### src/rtl/cpm_pkg.sv
package cpm_pkg;

   localparam int MODE_W = 3;

   typedef enum logic [MODE_W-1:0] {
      CPM_OFF      = 3'd0,
      CPM_AUTO_DIV = 3'd1,
      CPM_AUTO_DCP = 3'd2,
      CPM_DCP      = 3'd3,
      CPM_CDP      = 3'd4
   } cpm_mode_e;

   function automatic cpm_mode_e cpm_pick_mode(input logic en, input logic vbus,
                                               input logic adis, input logic pref);
      cpm_mode_e m;
      if (!en)        m = CPM_OFF;
      else if (vbus)  m = CPM_CDP;
      else if (!adis) m = pref ? CPM_AUTO_DCP : CPM_AUTO_DIV;
      else            m = CPM_DCP;
      return m;
   endfunction

endpackage

### src/rtl/cpm_mode_sel.sv
module cpm_mode_sel
   import cpm_pkg::*;
(
   input  logic      clk,
   input  logic      rst_n,
   input  logic      chg_en,
   input  logic      vbus_hi,
   input  logic      auto_dis,
   input  logic      dcp_pref,
   input  logic      hicur_en,
   output cpm_mode_e mode_q,
   output logic      mode_chg,
   output logic      div_hi
);

   cpm_mode_e mode_nxt;

   always_comb begin
      mode_nxt = cpm_pick_mode(chg_en, vbus_hi, auto_dis, dcp_pref);
      mode_chg = (mode_nxt != mode_q);
   end

   always_ff @(posedge clk or negedge rst_n) begin
      if (!rst_n) mode_q <= CPM_OFF;
      else        mode_q <= mode_nxt;
   end

   assign div_hi = (mode_q == CPM_AUTO_DIV) && hicur_en;

   // a disabled port is off one edge later
   p_off_when_disabled_r2: assert property (@(posedge clk) disable iff (!rst_n)
      !chg_en |=> (mode_q == CPM_OFF));

   // VBUS present wins over the auto-mode bit
   p_cdp_on_vbus_r3: assert property (@(posedge clk) disable iff (!rst_n)
      (chg_en && vbus_hi) |=> (mode_q == CPM_CDP));

   p_legal_code_r7: assert property (@(posedge clk) disable iff (!rst_n)
      mode_q <= CPM_CDP);

endmodule

### src/rtl/cpm_holdoff.sv
module cpm_holdoff #(
   parameter int DLY_W = 3
) (
   input  logic             clk,
   input  logic             rst_n,
   input  logic             tick,
   input  logic             reload,
   input  logic [DLY_W-1:0] dly,
   output logic             ready
);

   localparam int CNT_W = DLY_W + 1;
   localparam logic [CNT_W-1:0] CNT_MAX = CNT_W'(1) << DLY_W;

   logic [CNT_W-1:0] cnt;
   logic [CNT_W-1:0] load_val;

   assign load_val = {1'b0, dly} + CNT_W'(1);

   always_ff @(posedge clk or negedge rst_n) begin
      if (!rst_n)                     cnt <= '0;
      else if (reload)                cnt <= load_val;
      else if (tick && cnt != '0)     cnt <= cnt - CNT_W'(1);
   end

   assign ready = (cnt == '0);

   // a mode change always leaves the port held off
   p_hold_after_change_r8: assert property (@(posedge clk) disable iff (!rst_n)
      reload |=> !ready);

   p_cnt_bound_r8: assert property (@(posedge clk) disable iff (!rst_n)
      cnt <= CNT_MAX);

   // without a tick or a change the count is frozen
   p_cnt_frozen_r9: assert property (@(posedge clk) disable iff (!rst_n)
      (!reload && !tick) |=> $stable(cnt));

endmodule

### src/rtl/cpm_pwr_out.sv
module cpm_pwr_out #(
   parameter int NPORTS = 4
) (
   input  logic              clk,
   input  logic              rst_n,
   input  logic [NPORTS-1:0] ready,
   input  logic [NPORTS-1:0] oc,
   input  logic [NPORTS-1:0] oc_clr,
   input  logic              gang_en,
   input  logic              pol_hi,
   output logic [NPORTS-1:0] pwr_en,
   output logic [NPORTS-1:0] oc_flag
);

   logic [NPORTS-1:0] port_on;
   logic [NPORTS-1:0] act;
   logic              all_on;

   assign port_on = ready & ~oc;
   assign all_on  = &port_on;

   for (genvar i = 0; i < NPORTS; i++) begin : g_port
      always_comb begin
         act[i]    = gang_en ? all_on : port_on[i];
         pwr_en[i] = pol_hi ? act[i] : ~act[i];
      end

      always_ff @(posedge clk or negedge rst_n) begin
         if (!rst_n)         oc_flag[i] <= 1'b0;
         else if (oc[i])     oc_flag[i] <= 1'b1;
         else if (oc_clr[i]) oc_flag[i] <= 1'b0;
      end

      // overcurrent forces the inactive level at the pin
      p_oc_forces_off_r10: assert property (@(posedge clk) disable iff (!rst_n)
         oc[i] |-> (pwr_en[i] == ~pol_hi));

      // overcurrent always leaves the flag set
      p_flag_sticky_r11: assert property (@(posedge clk) disable iff (!rst_n)
         oc[i] |=> oc_flag[i]);
   end

   // ganged outputs never disagree
   p_gang_uniform_r13: assert property (@(posedge clk) disable iff (!rst_n)
      gang_en |-> (pwr_en == {NPORTS{1'b0}} || pwr_en == {NPORTS{1'b1}}));

endmodule

### src/rtl/chgport_mode_ctrl.sv
module chgport_mode_ctrl
   import cpm_pkg::*;
#(
   parameter int NPORTS = 4,
   parameter int DLY_W  = 3
) (
   input  logic                     clk,
   input  logic                     rst_n,
   input  logic                     tick,
   input  logic [NPORTS-1:0]        chg_en,
   input  logic                     vbus_hi,
   input  logic                     auto_dis,
   input  logic                     hicur_en,
   input  logic [NPORTS-1:0]        dcp_pref,
   input  logic                     gang_en,
   input  logic                     pol_hi,
   input  logic [DLY_W-1:0]         pwron_dly,
   input  logic [NPORTS-1:0]        oc,
   input  logic [NPORTS-1:0]        oc_clr,
   output logic [NPORTS*MODE_W-1:0] mode_o,
   output logic [NPORTS-1:0]        div_hi,
   output logic [NPORTS-1:0]        pwr_en,
   output logic [NPORTS-1:0]        oc_flag
);

   if (NPORTS < 1 || NPORTS > 16) begin : g_bad_ports
      $error("chgport_mode_ctrl: NPORTS out of range");
   end
   if (DLY_W < 1 || DLY_W > 8) begin : g_bad_dly
      $error("chgport_mode_ctrl: DLY_W out of range");
   end

   logic [NPORTS-1:0] mode_chg;
   logic [NPORTS-1:0] ready;

   for (genvar i = 0; i < NPORTS; i++) begin : g_ch
      cpm_mode_e m;

      cpm_mode_sel u_sel (
         .clk      (clk),
         .rst_n    (rst_n),
         .chg_en   (chg_en[i]),
         .vbus_hi  (vbus_hi),
         .auto_dis (auto_dis),
         .dcp_pref (dcp_pref[i]),
         .hicur_en (hicur_en),
         .mode_q   (m),
         .mode_chg (mode_chg[i]),
         .div_hi   (div_hi[i])
      );

      cpm_holdoff #(.DLY_W(DLY_W)) u_hold (
         .clk    (clk),
         .rst_n  (rst_n),
         .tick   (tick),
         .reload (mode_chg[i]),
         .dly    (pwron_dly),
         .ready  (ready[i])
      );

      assign mode_o[i*MODE_W +: MODE_W] = m;
   end

   cpm_pwr_out #(.NPORTS(NPORTS)) u_out (
      .clk     (clk),
      .rst_n   (rst_n),
      .ready   (ready),
      .oc      (oc),
      .oc_clr  (oc_clr),
      .gang_en (gang_en),
      .pol_hi  (pol_hi),
      .pwr_en  (pwr_en),
      .oc_flag (oc_flag)
   );

   // a port out of hold-off and free of overcurrent shows the active level
   p_active_level_r12: assert property (@(posedge clk) disable iff (!rst_n)
      (!gang_en && ready[0] && !oc[0]) |-> (pwr_en[0] == pol_hi));

endmodule

### config.mk
export PLATFORM = sky130hd
export DESIGN_NAME = chgport_mode_ctrl
export DESIGN_NICKNAME = d
export VERILOG_FILES = /design/src/rtl/cpm_pkg.sv /design/src/rtl/cpm_mode_sel.sv /design/src/rtl/cpm_holdoff.sv /design/src/rtl/cpm_pwr_out.sv /design/src/rtl/chgport_mode_ctrl.sv
export SDC_FILE = /design/constraint.sdc
export NUM_CORES = 1
export LEC_CHECK = 0
export BUFFER_PORTS_ARGS = -buffer_cell sky130_fd_sc_hd__buf_2
export CAP_MARGIN = 30
export CORE_MARGIN = 2
export CORE_UTILIZATION = 44
export DETAILED_ROUTE_END_ITERATION = 8
export GPL_ROUTABILITY_DRIVEN = 0
export PLACE_DENSITY_LB_ADDON = 0.05
export SLEW_MARGIN = 10
export SYNTH_ARGS = -nofsm -noshare
export SYNTH_HDL_FRONTEND = slang
export SYNTH_HIERARCHICAL = 1
export SYNTH_SLANG_ARGS = --single-unit
### constraint.sdc
create_clock -name clk -period 1.96 [get_ports clk]
set_input_delay 0.294 -clock clk [delete_from_list [all_inputs] [get_ports clk]]
set_output_delay 0.294 -clock clk [all_outputs]
set_load 0.005 [all_outputs]
* Word level (Yosys, flattened, before mapping)
Cells that the tools add are included.
** Operators by class
- $add $sub $neg :: 5
- Equality and inequality tests :: 8
- Multiplexer cells :: 40
- Bitwise gates (word level) :: 6
- Reductions and logical operators :: 25
** Operators with widths (count)
- $mux 3 :: 12
- $mux 4 :: 8
- $logic_not 4->1 :: 4
- $mux 1 :: 16
- $reduce_bool 2->1 :: 8
- $reduce_bool 4->1 :: 4
- $sub 4x1->4 const B :: 4
- $eq 3x1->1 const B :: 4
- $ne 3x3->1 :: 4
- $logic_and 1x1->1 :: 8
- $mux 2 :: 4
- $add 3x1->4 const B :: 1
- $and 4x4->4 :: 1
- $not 1->1 :: 4
- $not 4->4 :: 1
- $reduce_and 4->1 :: 1
** Storage, ports and cells
- Register bits after elaboration :: 32
- Input port bits :: 27
- Word-level logic and storage cells :: 96

* Longest topological paths before layout
- Depth in word-level cells :: 6
- Depth in mapped cells :: 8
- Gate-level depth less buffers :: 7

* By module
The synthesis kept the hierarchy.
** Modules (own cells, without submodules)
- cpm_holdoff :: times used 4, cells each 30, area an instance 281.5 um^2, sequential area each 100.1 um^2
- cpm_mode_sel at g_ch[1].u_sel ... :: times used 3, cells each 14, area an instance 166.4 um^2, sequential area each 75.1 um^2
- cpm_pwr_out :: times used 1, cells each 26, area an instance 256.5 um^2, sequential area each 100.1 um^2
- cpm_mode_sel at g_ch[0].u_sel :: times used 1, cells each 14, area an instance 160.2 um^2, sequential area each 75.1 um^2

* Worst setup path before layout
No wires, ideal clock.
- Kind :: register to output
- From :: reg g_ch[1].u_hold.cnt[0]
- To :: out pwr_en[0]
- Arrival time :: 1.384 ns
- Required time :: 1.666 ns
- Path slack :: 0.282 ns
- Stages on the path, launching flop included :: 7
- Path buffers :: 0
- Cells stage by stage :: dfrtp_1 inv_1 ha_1 nor3b_2 and4bb_2 a21oi_1 xor2_1
** On the way
- Cells in the longest elaborated chain, start to end :: 6
** Ends and longest elaborated chain
- start: declaration :: line cpm_holdoff.sv:15 : logic [CNT_W-1:0] cnt;
- start signal: assignment :: line cpm_holdoff.sv:22 : else if (reload) cnt <= load_val;
- start signal: assignment :: line cpm_holdoff.sv:23 : else if (tick && cnt != '0) cnt <= cnt - CNT_W'(1);
- $logic_not 4->1 (*) :: line cpm_holdoff.sv:26 : assign ready = (cnt == '0);
- net ready[1] :: line chgport_mode_ctrl.sv:34 : logic [NPORTS-1:0] ready;
- $and 4x4->4 (*) :: line cpm_pwr_out.sv:19 : assign port_on = ready & ~oc;
- $reduce_and 4->1 (*) :: line cpm_pwr_out.sv:20 : assign all_on = &port_on;
- $mux 1 (*) :: line cpm_pwr_out.sv:24 : act[i] = gang_en ? all_on : port_on[i];
- $not 1->1 :: line cpm_pwr_out.sv:25 : pwr_en[i] = pol_hi ? act[i] : ~act[i];
- $mux 1 (*) :: line cpm_pwr_out.sv:25
- end: declaration :: line chgport_mode_ctrl.sv:22 : output logic [NPORTS-1:0] pwr_en,
Mark *: on every way through the listed nets, which the timed path passes. The rest lies on a longest branch.

* Worst setup path in the final report
- From :: reg g_ch[0].u_hold.cnt[0]
- To :: out pwr_en[2]
** On the way
- Cells in the longest elaborated chain, start to end :: 6
** Ends and longest elaborated chain (line)
- start: declaration :: cpm_holdoff.sv:15
- start signal: assignment :: cpm_holdoff.sv:22
- start signal: assignment :: cpm_holdoff.sv:23
- $logic_not 4->1 (*) :: cpm_holdoff.sv:26
- net ready[0] :: chgport_mode_ctrl.sv:34
- $and 4x4->4 (*) :: cpm_pwr_out.sv:19
- $reduce_and 4->1 (*) :: cpm_pwr_out.sv:20
- $mux 1 (*) :: cpm_pwr_out.sv:24
- $not 1->1 :: cpm_pwr_out.sv:25
- $mux 1 (*) :: cpm_pwr_out.sv:25
Marked as above.

==> reports/results.tsv <==
metric	value	unit
worst setup margin	-0.185	ns
synth top area cells	dfrtp_1 39%, xnor2_1 6.9%, ha_1 4.9%	
CP Buf/Inv Count	2	
GRT overflow	0	
Final Skew	0.00351	ns
synth warn	6	
Rel. slew slack	0.517	
Port-buffer cells	50	
global-route wire length before repair	7610	um
total power	0.00197	W
Period minus WS final	2.15	ns
DR iter-0 viols	39	
P&R area growth vs syn	27.5	%
Clock Path Buffers	2	
switching share of power	0.303	
# DRC	0	
Final period util	1.09	
Int Power	0.00137	W
leakage dissipation	1.20	nW
Initial Utilization	0.463	
#FFs+latches synth	32	
Clk Latency, worst-skew pair	0.28	ns
maximum clock rate	0.466	GHz
Worst Path Arrival	1.85	ns
Largest stage delay, worst path	0.40	ns
Worst-path clk slew	0.07	ns
CP Class	reg2out	
Worst-Margin Slew	0.725	ns
Net Sw Power	0.000595	W
peak supply drop	348	uV
Yosys cell types	34	
First-pass DRT Iterations	4	
Yosys top cell area share	0.392	
post-layout net count	307	
final-report setup violation count	4	
synth cell count leaders	32 x dfrtp_1, 24 x inv_1, 16 x nand2_1, 16 x xnor2_1	
Slowest cell on crit path	dfrtp_1	
status	finished, violations left	
Synth area leader	dfrtp_1	
Cells after Synth	202	
Worst Setup Start Kind	register	
Comb pwr share	0.304	
row cnt	24	
wire length per cell	13.7	um
Place WS	0.0112	ns
initial antenna violation count	0	
HPWL after DPL	3260	um
GRT Total Usage	0.184	
Vias per Instance	5.34	
critical path's top delay family	simple AND/OR/NAND/NOR gates	
Inserted Diodes	0	
full die area	0.00520	sq mm
share of layout cells above drive strength 1	0.386	
vias in the first global route	1684	
CTS H-tree lvls	2	
WHS	0.0640	ns
Final Slew Violations	0	
die width	72.1	um
failing checks	negative setup slack	
Clock Power Share	0.277	
CORE AREA	0.00441	sq mm
RSZ-0062 raised after global routing	yes	
post-synthesis sequential area ratio	0.392	
Critical Path RT	1.67	ns
vias post-DR	1729	
Clock Tree Root	clkbuf_8	
Hold Path Class	in2async	
Setup Total Neg Slack	-0.710	ns
Routed Antenna Nets	0	
CP endpoint kind	output port	
final WL	4420	um
crit-path cells	inv_2, ha_4, nor3b_4, and4bb_2, a21oi_1, xor2_1, buf_2	
CTS tree	yes	
clock sink total	32	
EDFF count, synth	0	
Top Ports	51	
DIE HEIGHT	72.1	um
CTS Buf Count	5	
syn_area_per_cell	10.1	sq um
top-count cell post-synth	dfrtp_1	
CP Max Fanout	6	
Final Hold Fails	0	
Primary FF master, synth	dfrtp_1	
max cap viols	0	
Mapped Area	0.00204	sq mm
Seq pwr share	0.419	
largest net degree at the start of global routing	33	
Pwr Density	756	mW/mm^2
syn_nets	237	
Post-synth ARST share	1.00	
path summary, 6_finish.rpt:
check	startpoint	endpoint	slack (ns)	depth (start not counted)
min in group clk	dcp_pref[0]	g_ch[0].u_sel/mode_q[0]	0.20	2
min	rst_n	g_ch[2].u_hold/cnt[2]	0.06	1
max in group asynchronous	rst_n	u_out/oc_flag[3]	1.43	1
max reg2reg	g_ch[3].u_hold/cnt[0]	g_ch[3].u_hold/cnt[0]	0.43	6
min reg2reg	u_out/oc_flag[1]	u_out/oc_flag[1]	0.47	1
max	g_ch[0].u_hold/cnt[0]	pwr_en[2]	-0.19	7
layout by cell type (no fill, tap or decap), types with 5 or more instances in the layout:
cell type	netlist	layout
ha_1	8	5
clkbuf_8	0	7
buf_2	0	50
nor3_1	8	8
inv_1	24	21
a21oi_1	8	7
xnor2_1	16	16
nand2_1	16	16
dfrtp_1	32	32
buf_4	0	17
flip-flops by register name (all words and copies together) (netlist names):
name and flops:
u_out/oc_flag 4, g_ch.u_hold/cnt 16, g_ch.u_sel/mode_q 12
cells by family after synthesis:
family / count (synthesis) / share of synthesized area
fa+ha+maj: 8 / 0.0490
compound gates: 40 / 0.154
buf+inv: 28 / 0.0662
flops: 32 / 0.392
simple gates: 74 / 0.253
xor+xnor: 20 / 0.0858
through the flow:
| stage | util | instances | area (sq um) |
|---|---|---|---|
| 3_5_place_dp | 0.537 | 308 | 2370 |
| 2_1_floorplan | - | 202 | 2040 |
| 6_report | 0.590 | 324 | 2600 |
| 4_1_cts | 0.577 | 321 | 2550 |
| 3_3_place_gp | 0.537 | 308 | 2370 |
| 5_1_grt | 0.590 | 324 | 2600 |
final cells by class:
| type | count | area, sq um |
|---|---|---|
| multi-input combinational | 142 | 1170 |
| timing repair buffer | 67 | 378 |
| clock buffer | 7 | 96.3 |
| fill | 405 | 1810 |
| inverter | 24 | 90.1 |
| tap | 52 | 65.1 |
| sequential | 32 | 801 |
power groups by stage:
stage / combinational, W / clock (W) / sequential, W
floorplan: 0.000321 / 0 / 0.000814
global placement: 0.000479 / 0 / 0.000830
detailed placement: 0.000488 / 0 / 0.000829
CTS: 0.000554 / 0.000565 / 0.000820
global route: 0.000671 / 0.000597 / 0.000836
finish: 0.000598 / 0.000545 / 0.000824
timing repair:
action | 4_1_cts | 5_1_grt
pin swaps | 3 | 5
endpoints found under the setup margin | 4 | 4
resized for setup | 7 | 8
buffers inserted | 6 | 3
gates cloned | 0 | 0
hold buffers | 0 | 0
layer usage:
| layer | up-vias | track usage | wire length (um) |
|---|---|---|---|
| li1 | 863 | - | - |
| met5 | - | 0 | 0 |
| met2 | 37 | 0.300 | 2150 |
| met4 | 0 | 0.0629 | 64 |
| met1 | 821 | 0.241 | 2040 |
| met3 | 8 | 0.0431 | 171 |
(Power assumes the default switching activity.)
